<file path="config.mk">
export PLATFORM = sky130hd
export DESIGN_NAME = ext_irq_sense
export DESIGN_NICKNAME = d
export VERILOG_FILES = /design/src/rtl/ext_irq_pkg.sv /design/src/rtl/eis_pin_sync.sv /design/src/rtl/eis_channel.sv /design/src/rtl/eis_regfile.sv /design/src/rtl/ext_irq_sense.sv
export SDC_FILE = /design/constraint.sdc
export NUM_CORES = 1
export LEC_CHECK = 0
export ABC_CLOCK_PERIOD_IN_PS = 1680
export BUFFER_PORTS_ARGS = -buffer_cell sky130_fd_sc_hd__buf_2
export CORE_UTILIZATION = 54
export CTS_CLUSTER_SIZE = 16
export DETAILED_ROUTE_END_ITERATION = 8
export GPL_TIMING_DRIVEN = 0
export PLACE_DENSITY = 0.78
export SLEW_MARGIN = 10
export SYNTH_ARGS = -nofsm -noshare
export SYNTH_HDL_FRONTEND = slang
export SYNTH_SLANG_ARGS = --single-unit
</file>
<file path="constraint.sdc">
create_clock -name clk -period 1.68 [get_ports clk]
set_input_delay 0.336 -clock clk [delete_from_list [all_inputs] [get_ports clk]]
set_output_delay 0.336 -clock clk [all_outputs]
set_load 0.05 [all_outputs]
</file>
<file path="src/rtl/ext_irq_pkg.sv">
package ext_irq_pkg;
  typedef enum logic [1:0] {
    SENSE_LOW  = 2'b00,
    SENSE_ANY  = 2'b01,
    SENSE_FALL = 2'b10,
    SENSE_RISE = 2'b11
  } sense_mode_e;

  localparam int REG_SENSE  = 0;
  localparam int REG_ENABLE = 1;
  localparam int REG_FLAG   = 2;
endpackage

</file>
<file path="src/rtl/eis_pin_sync.sv">
module eis_pin_sync #(
  parameter int WIDTH  = 4,
  parameter int STAGES = 2
) (
  input  logic             clk,
  input  logic             rst,
  input  logic [WIDTH-1:0] pin_i,
  output logic [WIDTH-1:0] cur_o,
  output logic [WIDTH-1:0] prev_o
);
  logic [STAGES-1:0][WIDTH-1:0] chain_q;
  logic [WIDTH-1:0]             prev_q;

  // pins idle high; reset to that level avoids a false edge after reset
  always_ff @(posedge clk) begin
    if (rst) chain_q[0] <= '1;
    else     chain_q[0] <= pin_i;
  end

  generate
    for (genvar s = 1; s < STAGES; s++) begin : g_stage
      always_ff @(posedge clk) begin
        if (rst) chain_q[s] <= '1;
        else     chain_q[s] <= chain_q[s-1];
      end
    end
  endgenerate

  always_ff @(posedge clk) begin
    if (rst) prev_q <= '1;
    else     prev_q <= chain_q[STAGES-1];
  end

  assign cur_o  = chain_q[STAGES-1];
  assign prev_o = prev_q;
endmodule

</file>
<file path="src/rtl/eis_channel.sv">
module eis_channel
  import ext_irq_pkg::*;
(
  input  logic        clk,
  input  logic        rst,
  input  sense_mode_e mode_i,
  input  logic        cur_i,
  input  logic        prev_i,
  input  logic        clr_i,
  output logic        req_o,
  output logic        flag_o
);
  logic hit;
  logic flag_q;

  always_comb begin
    unique case (mode_i)
      SENSE_ANY:  hit = cur_i ^ prev_i;
      SENSE_FALL: hit = prev_i & ~cur_i;
      SENSE_RISE: hit = ~prev_i & cur_i;
      default:    hit = 1'b0;
    endcase
  end

  always_ff @(posedge clk) begin
    if (rst)                     flag_q <= 1'b0;
    else if (mode_i == SENSE_LOW) flag_q <= 1'b0;
    else if (hit)                flag_q <= 1'b1;
    else if (clr_i)              flag_q <= 1'b0;
  end

  assign req_o  = (mode_i == SENSE_LOW) ? ~cur_i : flag_q;
  assign flag_o = flag_q;
endmodule

</file>
<file path="src/rtl/eis_regfile.sv">
module eis_regfile
  import ext_irq_pkg::*;
#(
  parameter int NUM_CH = 4,
  parameter int DATA_W = 8,
  parameter int ADDR_W = 2
) (
  input  logic                clk,
  input  logic                rst,
  input  logic                wr_en_i,
  input  logic                rd_en_i,
  input  logic [ADDR_W-1:0]   addr_i,
  input  logic [DATA_W-1:0]   wdata_i,
  input  logic [NUM_CH-1:0]   flag_i,
  output logic [DATA_W-1:0]   rdata_o,
  output logic [2*NUM_CH-1:0] sense_o,
  output logic [NUM_CH-1:0]   enable_o,
  output logic [NUM_CH-1:0]   flag_wclr_o
);
  localparam int SENSE_W = 2 * NUM_CH;

  logic [SENSE_W-1:0] sense_q;
  logic [NUM_CH-1:0]  enable_q;
  logic [DATA_W-1:0]  rdata_q;
  logic [DATA_W-1:0]  rd_mux;

  always_comb begin
    rd_mux = '0;
    if (addr_i == ADDR_W'(REG_SENSE))  rd_mux[SENSE_W-1:0] = sense_q;
    if (addr_i == ADDR_W'(REG_ENABLE)) rd_mux[NUM_CH-1:0]  = enable_q;
    if (addr_i == ADDR_W'(REG_FLAG))   rd_mux[NUM_CH-1:0]  = flag_i;
  end

  always_ff @(posedge clk) begin
    if (rst) begin
      sense_q  <= '0;
      enable_q <= '0;
      rdata_q  <= '0;
    end else begin
      if (wr_en_i && addr_i == ADDR_W'(REG_SENSE))  sense_q  <= wdata_i[SENSE_W-1:0];
      if (wr_en_i && addr_i == ADDR_W'(REG_ENABLE)) enable_q <= wdata_i[NUM_CH-1:0];
      if (rd_en_i) rdata_q <= rd_mux;
    end
  end

  assign flag_wclr_o = (wr_en_i && addr_i == ADDR_W'(REG_FLAG)) ? wdata_i[NUM_CH-1:0] : '0;
  assign sense_o     = sense_q;
  assign enable_o    = enable_q;
  assign rdata_o     = rdata_q;
endmodule

</file>
<file path="src/rtl/ext_irq_sense.sv">
module ext_irq_sense
  import ext_irq_pkg::*;
#(
  parameter int NUM_CH      = 4,
  parameter int DATA_W      = 8,
  parameter int ADDR_W      = 2,
  parameter int SYNC_STAGES = 2
) (
  input  logic              clk,
  input  logic              rst,
  input  logic [NUM_CH-1:0] pin_i,
  input  logic              gie_i,
  input  logic [NUM_CH-1:0] ack_i,
  input  logic              wr_en_i,
  input  logic              rd_en_i,
  input  logic [ADDR_W-1:0] addr_i,
  input  logic [DATA_W-1:0] wdata_i,
  output logic [DATA_W-1:0] rdata_o,
  output logic [NUM_CH-1:0] irq_o,
  output logic              irq_any_o
);
  localparam int SENSE_W = 2 * NUM_CH;

  logic [NUM_CH-1:0]  cur, prev, req, flag_vec, wclr, enable;
  logic [SENSE_W-1:0] sense;
  logic [NUM_CH-1:0]  gated;
  logic [NUM_CH-1:0]  irq_q;
  logic               any_q;

  eis_pin_sync #(.WIDTH(NUM_CH), .STAGES(SYNC_STAGES)) u_sync (
    .clk(clk), .rst(rst), .pin_i(pin_i), .cur_o(cur), .prev_o(prev)
  );

  eis_regfile #(.NUM_CH(NUM_CH), .DATA_W(DATA_W), .ADDR_W(ADDR_W)) u_regs (
    .clk(clk), .rst(rst), .wr_en_i(wr_en_i), .rd_en_i(rd_en_i),
    .addr_i(addr_i), .wdata_i(wdata_i), .flag_i(flag_vec),
    .rdata_o(rdata_o), .sense_o(sense), .enable_o(enable), .flag_wclr_o(wclr)
  );

  generate
    for (genvar g = 0; g < NUM_CH; g++) begin : g_ch
      eis_channel u_ch (
        .clk(clk), .rst(rst),
        .mode_i(sense_mode_e'(sense[2*g +: 2])),
        .cur_i(cur[g]), .prev_i(prev[g]),
        .clr_i(ack_i[g] | wclr[g]),
        .req_o(req[g]), .flag_o(flag_vec[g])
      );
    end
  endgenerate

  assign gated = req & enable & {NUM_CH{gie_i}};

  always_ff @(posedge clk) begin
    if (rst) begin
      irq_q <= '0;
      any_q <= 1'b0;
    end else begin
      irq_q <= gated;
      any_q <= |gated;
    end
  end

  assign irq_o     = irq_q;
  assign irq_any_o = any_q;
endmodule

</file>
==> impl_table.tex, run 1 <==
\begin{tabular}{lr}
\hline
Metric & Value \\
\hline
\multicolumn{2}{l}{\textbf{Run}} \\
Max-cap check violation count & 0 \\
\multicolumn{2}{l}{\textbf{Timing}} \\
Highest clock rate & 0.774 GHz \\
Final critical-path required period & 1290 ps \\
Final setup violation count & 0 \\
Period Utilization, post-route & 0.769 \\
Slew Limit Fails & 0 \\
Tightest hold margin & 164 ps \\
Clock skew after layout & 3.49 ps \\
RSZ-0062 raised after global routing & false \\
Number of endpoints with negative hold slack in the final report & 0 \\
Relative slew slack & 0.676 \\
Post-route setup TNS & 0 ps \\
Slew at the pin closest to its max-slew limit & 486 ps \\
\multicolumn{2}{l}{\textbf{Power and ir drop}} \\
VDD IR max & 0.631 mV \\
Total power of the final layout & 1710 uW \\
P\_leak & 0.00101 uW \\
Power density of the placed cells & 817 mW/mm\^{}2 \\
\multicolumn{2}{l}{\textbf{Final layout}} \\
Final std cells w/o fill & 268 \\
Antenna fix cells & 0 \\
Number of nets in the final layout & 255 \\
Layout cells sized above 1 & 0.299 \\
Synthesis-to-layout area growth & 15.8\% \\
\multicolumn{2}{l}{\textbf{Routing}} \\
DRC violation count after routing & 0 \\
Final ANT Viol Nets & 0 \\
Wire length after detailed routing & 3590 um \\
Via-to-Cell Ratio & 5.29 \\
Wire length per cell & 13.4 um \\
Number of DRC markers in iteration 0 & 47 \\
DR vias & 1417 \\
Pre-antenna DRT Iters & 4 \\
\multicolumn{2}{l}{\textbf{CTS}} \\
CTS clock-pin slew for the worst setup and hold paths & 110 ps \\
CTS Root Cell & sky130\_fd\_sc\_hd\_\_clkbuf\_4 \\
Number of buffers created by CTS & 5 \\
Num Clock Sinks & 41 \\
Buffers inserted during post-CTS setup optimization & 0 \\
Resized Gates After CTS & 0 \\
Cts-stage hold buffer count & 0 \\
CTS tree & yes \\
Total number of H-tree levels & 2 \\
Clock buffer depth & 2 \\
Latest clock arrival within the worst-skew pair & 350 ps \\
\multicolumn{2}{l}{\textbf{Setup path}} \\
Cell family with the largest share of critical-path delay & flip-flops \\
Startpoint types & flop \\
Worst-path maximum fanout & 2 \\
Slowest cell on the critical path & sky130\_fd\_sc\_hd\_\_dfxtp\_1 \\
Data arrival, critical path & 960 ps \\
Cell-by-cell trace of the critical path & buf\_2 \\
Type of the setup path with the least slack & flop to output port \\
Worst endpoint required time & 1340 ps \\
Largest stage delay on the critical path & 350 ps \\
Worst Path Buf+Inv & 1 \\
Kind of end point of the critical path & output port \\
\multicolumn{2}{l}{\textbf{Synth}} \\
Number of flops mapped to enable cells by yosys & 0 \\
Complex-gate fraction of the synthesized area & 0.123 \\
Total of flip-flops plus latches after synthesis & 41 \\
Syn Inst Count & 182 \\
Yosys top cell area share & 0.455 \\
Synth Area in XOR/XNOR & 0 \\
Library cell occupying the most area in the post-synthesis netlist & sky130\_fd\_sc\_hd\_\_dfxtp\_1 \\
Post-synthesis adder-cell area fraction & 0.0554 \\
Warning count from the yosys run & 0 \\
Largest cells by area after synthesis & sky130\_fd\_sc\_hd\_\_dfxtp\_1, sky130\_fd\_sc\_hd\_\_mux2i\_1, sky130\_fd\_sc\_hd\_\_nor2\_1, sky130\_fd\_sc\_hd\_\_ha\_1, sky130\_fd\_sc\_hd\_\_or2\_2 \\
Simple-gate share of the synthesized area & 0.232 \\
Mux share of post-synthesis cell area & 0.0887 \\
Mapped cell area & 0.00181 mm\^{}2 \\
Number of nets produced by synthesis & 213 \\
Async SR Flop Fraction & 0 \\
Number of distinct library cell variants in the gate-level netlist after synthesis & 27 \\
Sequential area share after synthesis & 0.455 \\
Synth Flop Type & sky130\_fd\_sc\_hd\_\_dfxtp\_1 \\
Avg Synthesized Cell Area & 9.92 um\^{}2 \\
Largest family of logic cells by synthesized area & simple AND/OR/NAND/NOR gates \\
\multicolumn{2}{l}{\textbf{Placement}} \\
Input/output buffers & 35 \\
Global placement routability congestion & 0.816 \\
Number of instances in the placed design & 261 \\
Half-perimeter wire length after detailed placement & 2740 um \\
\multicolumn{2}{l}{\textbf{Floorplan}} \\
Starting Density & 0.582 \\
Die extent in y & 59.8 um \\
Die Span X & 59.8 um \\
Core ar. & 0.00310 mm\^{}2 \\
Die ar. & 0.00358 mm\^{}2 \\
Count of standard-cell rows & 20 \\
Total I/O pin count & 36 \\
\multicolumn{2}{l}{\textbf{Status}} \\
Run status & completed \\
\multicolumn{2}{l}{\textbf{GRT}} \\
Maximum number of pins on one net before global-route repair & 12 \\
Final global-route overflow total & 0 \\
Number of global-route vias before repair & 1323 \\
Global router's overall resource usage & 0.226 \\
Initial antenna violation count & 0 \\
First-pass GRT wire length & 5820 um \\
\multicolumn{2}{l}{\textbf{Worst hold path}} \\
Class of the worst hold path & primary input to flop \\
\hline
\end{tabular}
## path summary, 6_finish.rpt
path                                         from                  end  slack, ps  depth (start not counted)
worst max register to register   u_sync.prev_o[0]  g_ch[0].u_ch.flag_o        400                          5
worst max-delay path            u_regs.rdata_o[3]           rdata_o[3]        390                          1
worst min-delay path                     pin_i[0]    u_sync.chain_q[0]        160                          2
worst min register to register  u_sync.chain_q[1]      u_sync.cur_o[1]        420                          1
## synth_stat cells, types with 2 or more instances
cell	instances
sky130_fd_sc_hd__and4b_1	2
sky130_fd_sc_hd__mux2i_1	16
sky130_fd_sc_hd__nand2_1	3
sky130_fd_sc_hd__clkbuf_1	4
sky130_fd_sc_hd__dfxtp_1	41
sky130_fd_sc_hd__o2111ai_1	6
sky130_fd_sc_hd__or2_2	15
sky130_fd_sc_hd__inv_1	8
sky130_fd_sc_hd__and4b_2	2
sky130_fd_sc_hd__nor2b_1	6
sky130_fd_sc_hd__or3b_1	4
sky130_fd_sc_hd__a2bb2oi_1	4
sky130_fd_sc_hd__buf_6	3
sky130_fd_sc_hd__ha_1	8
sky130_fd_sc_hd__or2b_1	2
sky130_fd_sc_hd__nor2_1	37
sky130_fd_sc_hd__nand2b_1	2
sky130_fd_sc_hd__a211oi_1	4
sky130_fd_sc_hd__o311a_1	4
sky130_fd_sc_hd__a31oi_1	4
## cell type report
class                   count  area [um^2]
fillers                   271         1010
multi-input cells         125          901
flip-flops and latches     41          821
repair buffers             35          175
clock buffers               7         55.1
well taps                  44         55.1
plain buffers               8         53.8
inverters                   8         30.0
## cell families (layout without fill, tap and decap cells)
group | Yosys count | count (layout)
simple gates | 76 | 76
fa+ha+maj | 8 | 8
mux | 16 | 16
buf+inv | 16 | 58
flops | 41 | 41
compound gates | 25 | 25
## through the flow
step	setup WS [ps]	instance area [um^2]	utilization
2_1_floorplan	489	1810	-
3_3_place_gp	346	2040	0.656
3_5_place_dp	301	2040	0.656
4_1_cts	370	2090	0.674
5_1_grt	325	2090	0.674
6_report	389	2090	0.674
## cell usage in the layout (no fill, tap or decap), drive strengths merged, types with 6 or more instances in the layout
cell and count:
ha 8, o2111ai 7, nor2 37, nor2b 6
inv 8, mux2i 16, dfxtp 41, clkbuf 11
buf 39, or2 15
## power by group
| group | leakage, uW | total (uW) | switching [uW] | internal (uW) |
|---|---|---|---|---|
| Sequential | 0.000334 | 1020 | 21.8 | 1000 |
| Combinational | 0.000640 | 193 | 107 | 85.9 |
| Clock | 0.0000314 | 493 | 295 | 198 |
## registers in the layout (all words and copies together) (netlist names)
signal / count
irq_any_o: 1
irq_o: 4
g_ch.u_ch.flag_o: 4
u_sync.prev_o: 4
u_sync.cur_o: 4
u_regs.rdata_o: 8
u_regs.sense_o: 8
u_sync.chain_q: 4
u_regs.enable_o: 4
## per-layer routing
layer	up-vias	track usage	share of wire
met2	41	0.384	0.48
met5	-	0	0
li1	720	-	-
met4	0	0.0897	0.019
met3	10	0.0693	0.048
met1	646	0.262	0.46
(Power assumes the default switching activity.)
==> inputs of run 2 (changes only) <==
--- a/config.mk
+++ b/config.mk
@@ -5,13 +5,13 @@
 export SDC_FILE = /design/constraint.sdc
 export NUM_CORES = 1
 export LEC_CHECK = 0
-export ABC_CLOCK_PERIOD_IN_PS = 1680
+export ABC_CLOCK_PERIOD_IN_PS = 1100
 export BUFFER_PORTS_ARGS = -buffer_cell sky130_fd_sc_hd__buf_2
-export CORE_UTILIZATION = 54
+export CORE_UTILIZATION = 48
 export CTS_CLUSTER_SIZE = 16
 export DETAILED_ROUTE_END_ITERATION = 8
 export GPL_TIMING_DRIVEN = 0
-export PLACE_DENSITY = 0.78
+export PLACE_DENSITY = 0.74
 export SLEW_MARGIN = 10
 export SYNTH_ARGS = -nofsm -noshare
 export SYNTH_HDL_FRONTEND = slang
==> constraint.sdc (replaced) <==
create_clock -name clk -period 1.1 [get_ports clk]
set_input_delay 0.22 -clock clk [delete_from_list [all_inputs] [get_ports clk]]
set_output_delay 0.22 -clock clk [all_outputs]
set_load 0.05 [all_outputs]
==> impl_table.tex, run 2 (same netlist as run 1, synthesis figures left out) <==
\begin{tabular}{lr}
\hline
Metric & Value \\
\hline
\multicolumn{2}{l}{\textbf{Setup path}} \\
Slack of the worst reg-to-reg path & -40 ps \\
Startpoint types & flop \\
Type of the setup path with the least slack & flop to flop \\
Largest stage delay on the critical path & 400 ps \\
Kind of end point of the critical path & flop \\
Crit path launch & u\_regs.sense\_o[5] \\
Cell-by-cell trace of the critical path & or3b\_4, o2111ai\_4, a41oi\_2 \\
Worst endpoint required time & 1250 ps \\
Startpoint of the lowest-slack register-to-register path & u\_regs.sense\_o[5] \\
Slowest cell on the critical path & sky130\_fd\_sc\_hd\_\_or3b\_4 \\
Worst-path maximum fanout & 5 \\
Data arrival, critical path & 1290 ps \\
\multicolumn{2}{l}{\textbf{Floorplan}} \\
Core ar. & 0.00347 mm\^{}2 \\
Count of standard-cell rows & 21 \\
Die extent in y & 63.3 um \\
Die ar. & 0.00401 mm\^{}2 \\
Total I/O pin count & 36 \\
Starting Density & 0.521 \\
Die Span X & 63.3 um \\
\multicolumn{2}{l}{\textbf{Timing}} \\
Slew at the pin closest to its max-slew limit & 549 ps \\
Tightest hold margin & 105 ps \\
Final setup margin & -41.0 ps \\
Final critical-path required period & 1140 ps \\
Number of endpoints with negative hold slack in the final report & 0 \\
Final setup violation count & 3 \\
RSZ-0062 raised after global routing & true \\
Clock skew after layout & 2.43 ps \\
Highest clock rate & 0.876 GHz \\
Relative slew slack & 0.634 \\
Slew Limit Fails & 0 \\
Period Utilization, post-route & 1.04 \\
\multicolumn{2}{l}{\textbf{Routing}} \\
Via-to-Cell Ratio & 5.22 \\
Final ANT Viol Nets & 0 \\
DRC violation count after routing & 0 \\
Pre-antenna DRT Iters & 4 \\
Wire length per cell & 13.9 um \\
Number of DRC markers in iteration 0 & 41 \\
Wire length after detailed routing & 3790 um \\
DR vias & 1424 \\
\multicolumn{2}{l}{\textbf{Final layout}} \\
Final std cells w/o fill & 273 \\
Layout cells sized above 1 & 0.467 \\
Most common cell after layout, fill and taps aside & sky130\_fd\_sc\_hd\_\_nor2\_1 \\
Synthesis-to-layout area growth & 30.4\% \\
Number of nets in the final layout & 259 \\
Commonest non-fill, non-tap cells in the layout & sky130\_fd\_sc\_hd\_\_nor2\_1, sky130\_fd\_sc\_hd\_\_buf\_2, sky130\_fd\_sc\_hd\_\_dfxtp\_1, sky130\_fd\_sc\_hd\_\_mux2i\_1, sky130\_fd\_sc\_hd\_\_or2\_2 \\
Final design instance area without fill & 0.00235 mm\^{}2 \\
Antenna fix cells & 0 \\
\multicolumn{2}{l}{\textbf{CTS}} \\
Cts-stage hold buffer count & 0 \\
Latest clock arrival within the worst-skew pair & 290 ps \\
Clock buffer depth & 2 \\
Total number of H-tree levels & 2 \\
CTS clock-pin slew for the worst setup and hold paths & 70 ps \\
CTS tree & yes \\
Num Clock Sinks & 41 \\
Number of buffers created by CTS & 5 \\
CTS Root Cell & sky130\_fd\_sc\_hd\_\_clkbuf\_8 \\
\multicolumn{2}{l}{\textbf{Run}} \\
Max-cap check violation count & 0 \\
\multicolumn{2}{l}{\textbf{Placement}} \\
Number of instances in the placed design & 263 \\
Input/output buffers & 35 \\
Global placement routability congestion & 0.772 \\
DP Area & 0.00206 mm\^{}2 \\
Pre-CTS setup slack & -152 ps \\
Half-perimeter wire length after detailed placement & 2570 um \\
\multicolumn{2}{l}{\textbf{Status}} \\
Run status & finished, violations left \\
Violated checks & negative setup slack \\
\multicolumn{2}{l}{\textbf{Worst hold path}} \\
Class of the worst hold path & primary input to flop \\
Launch point of the worst hold path & pin\_i[0] \\
\multicolumn{2}{l}{\textbf{Power and ir drop}} \\
Total power of the final layout & 2790 uW \\
VDD IR max & 0.723 mV \\
P\_leak & 0.00105 uW \\
Power density of the placed cells & 1180 mW/mm\^{}2 \\
\multicolumn{2}{l}{\textbf{GRT}} \\
Final global-route overflow total & 0 \\
Global router's overall resource usage & 0.200 \\
Initial antenna violation count & 0 \\
First-pass GRT wire length & 6040 um \\
Number of global-route vias before repair & 1292 \\
Maximum number of pins on one net before global-route repair & 12 \\
\hline
\end{tabular}
run 2: report_power, final:
| part | total [uW] | internal, uW | switching [uW] |
|---|---|---|---|
| Combinational | 342 | 162 | 180 |
| Clock | 887 | 417 | 470 |
| Sequential | 1560 | 1520 | 41.3 |
run 2: final timing paths:
check                       to  cells past startpoint
min          u_sync.chain_q[0]                      2
max                  irq_any_o                      3
min reg2reg    u_sync.cur_o[1]                      1
max reg2reg          irq_any_o                      3
run 2: timing repair:
item                       CTS  global route
pin swaps                   19            14
resized for setup           33            22
cloned                       0             0
hold endpoints to repair     0             0
buffers inserted             0             4
setup endpoints to repair   13            15
run 2: area by class of cell:
class | count | area, um^2
buffer | 8 | 53.8
clock buffer | 5 | 68.8
clock inverter | 1 | 5.00
fill | 277 | 1110
inverter | 8 | 30.0
multi-input combinational | 125 | 1040
sequential | 41 | 865
tap | 46 | 57.6
timing repair buffer | 39 | 235
run 2: stage by stage:
step | TNS, ps | util
after floorplan | -21.1 | -
after global placement | -1820 | 0.595
after detailed placement | -1900 | 0.595
after CTS | -147 | 0.651
after global routing | -248 | 0.679
final | -59.2 | 0.679
run 2: worst max-delay path, delay by kind of cell, from the launching register on:
kind / cells / cell delay (ps)
compound gates: 2 / 230
flops: 1 / 360
simple gates: 1 / 400
run 2: metal layers:
layer | global-route usage | vias to the layer above | wire length (um)
met4 | 0.0597 | 0 | 34
met3 | 0.0670 | 5 | 163
met2 | 0.318 | 37 | 1820
met5 | 0 | - | 0
met1 | 0.255 | 655 | 1770
li1 | - | 727 | -
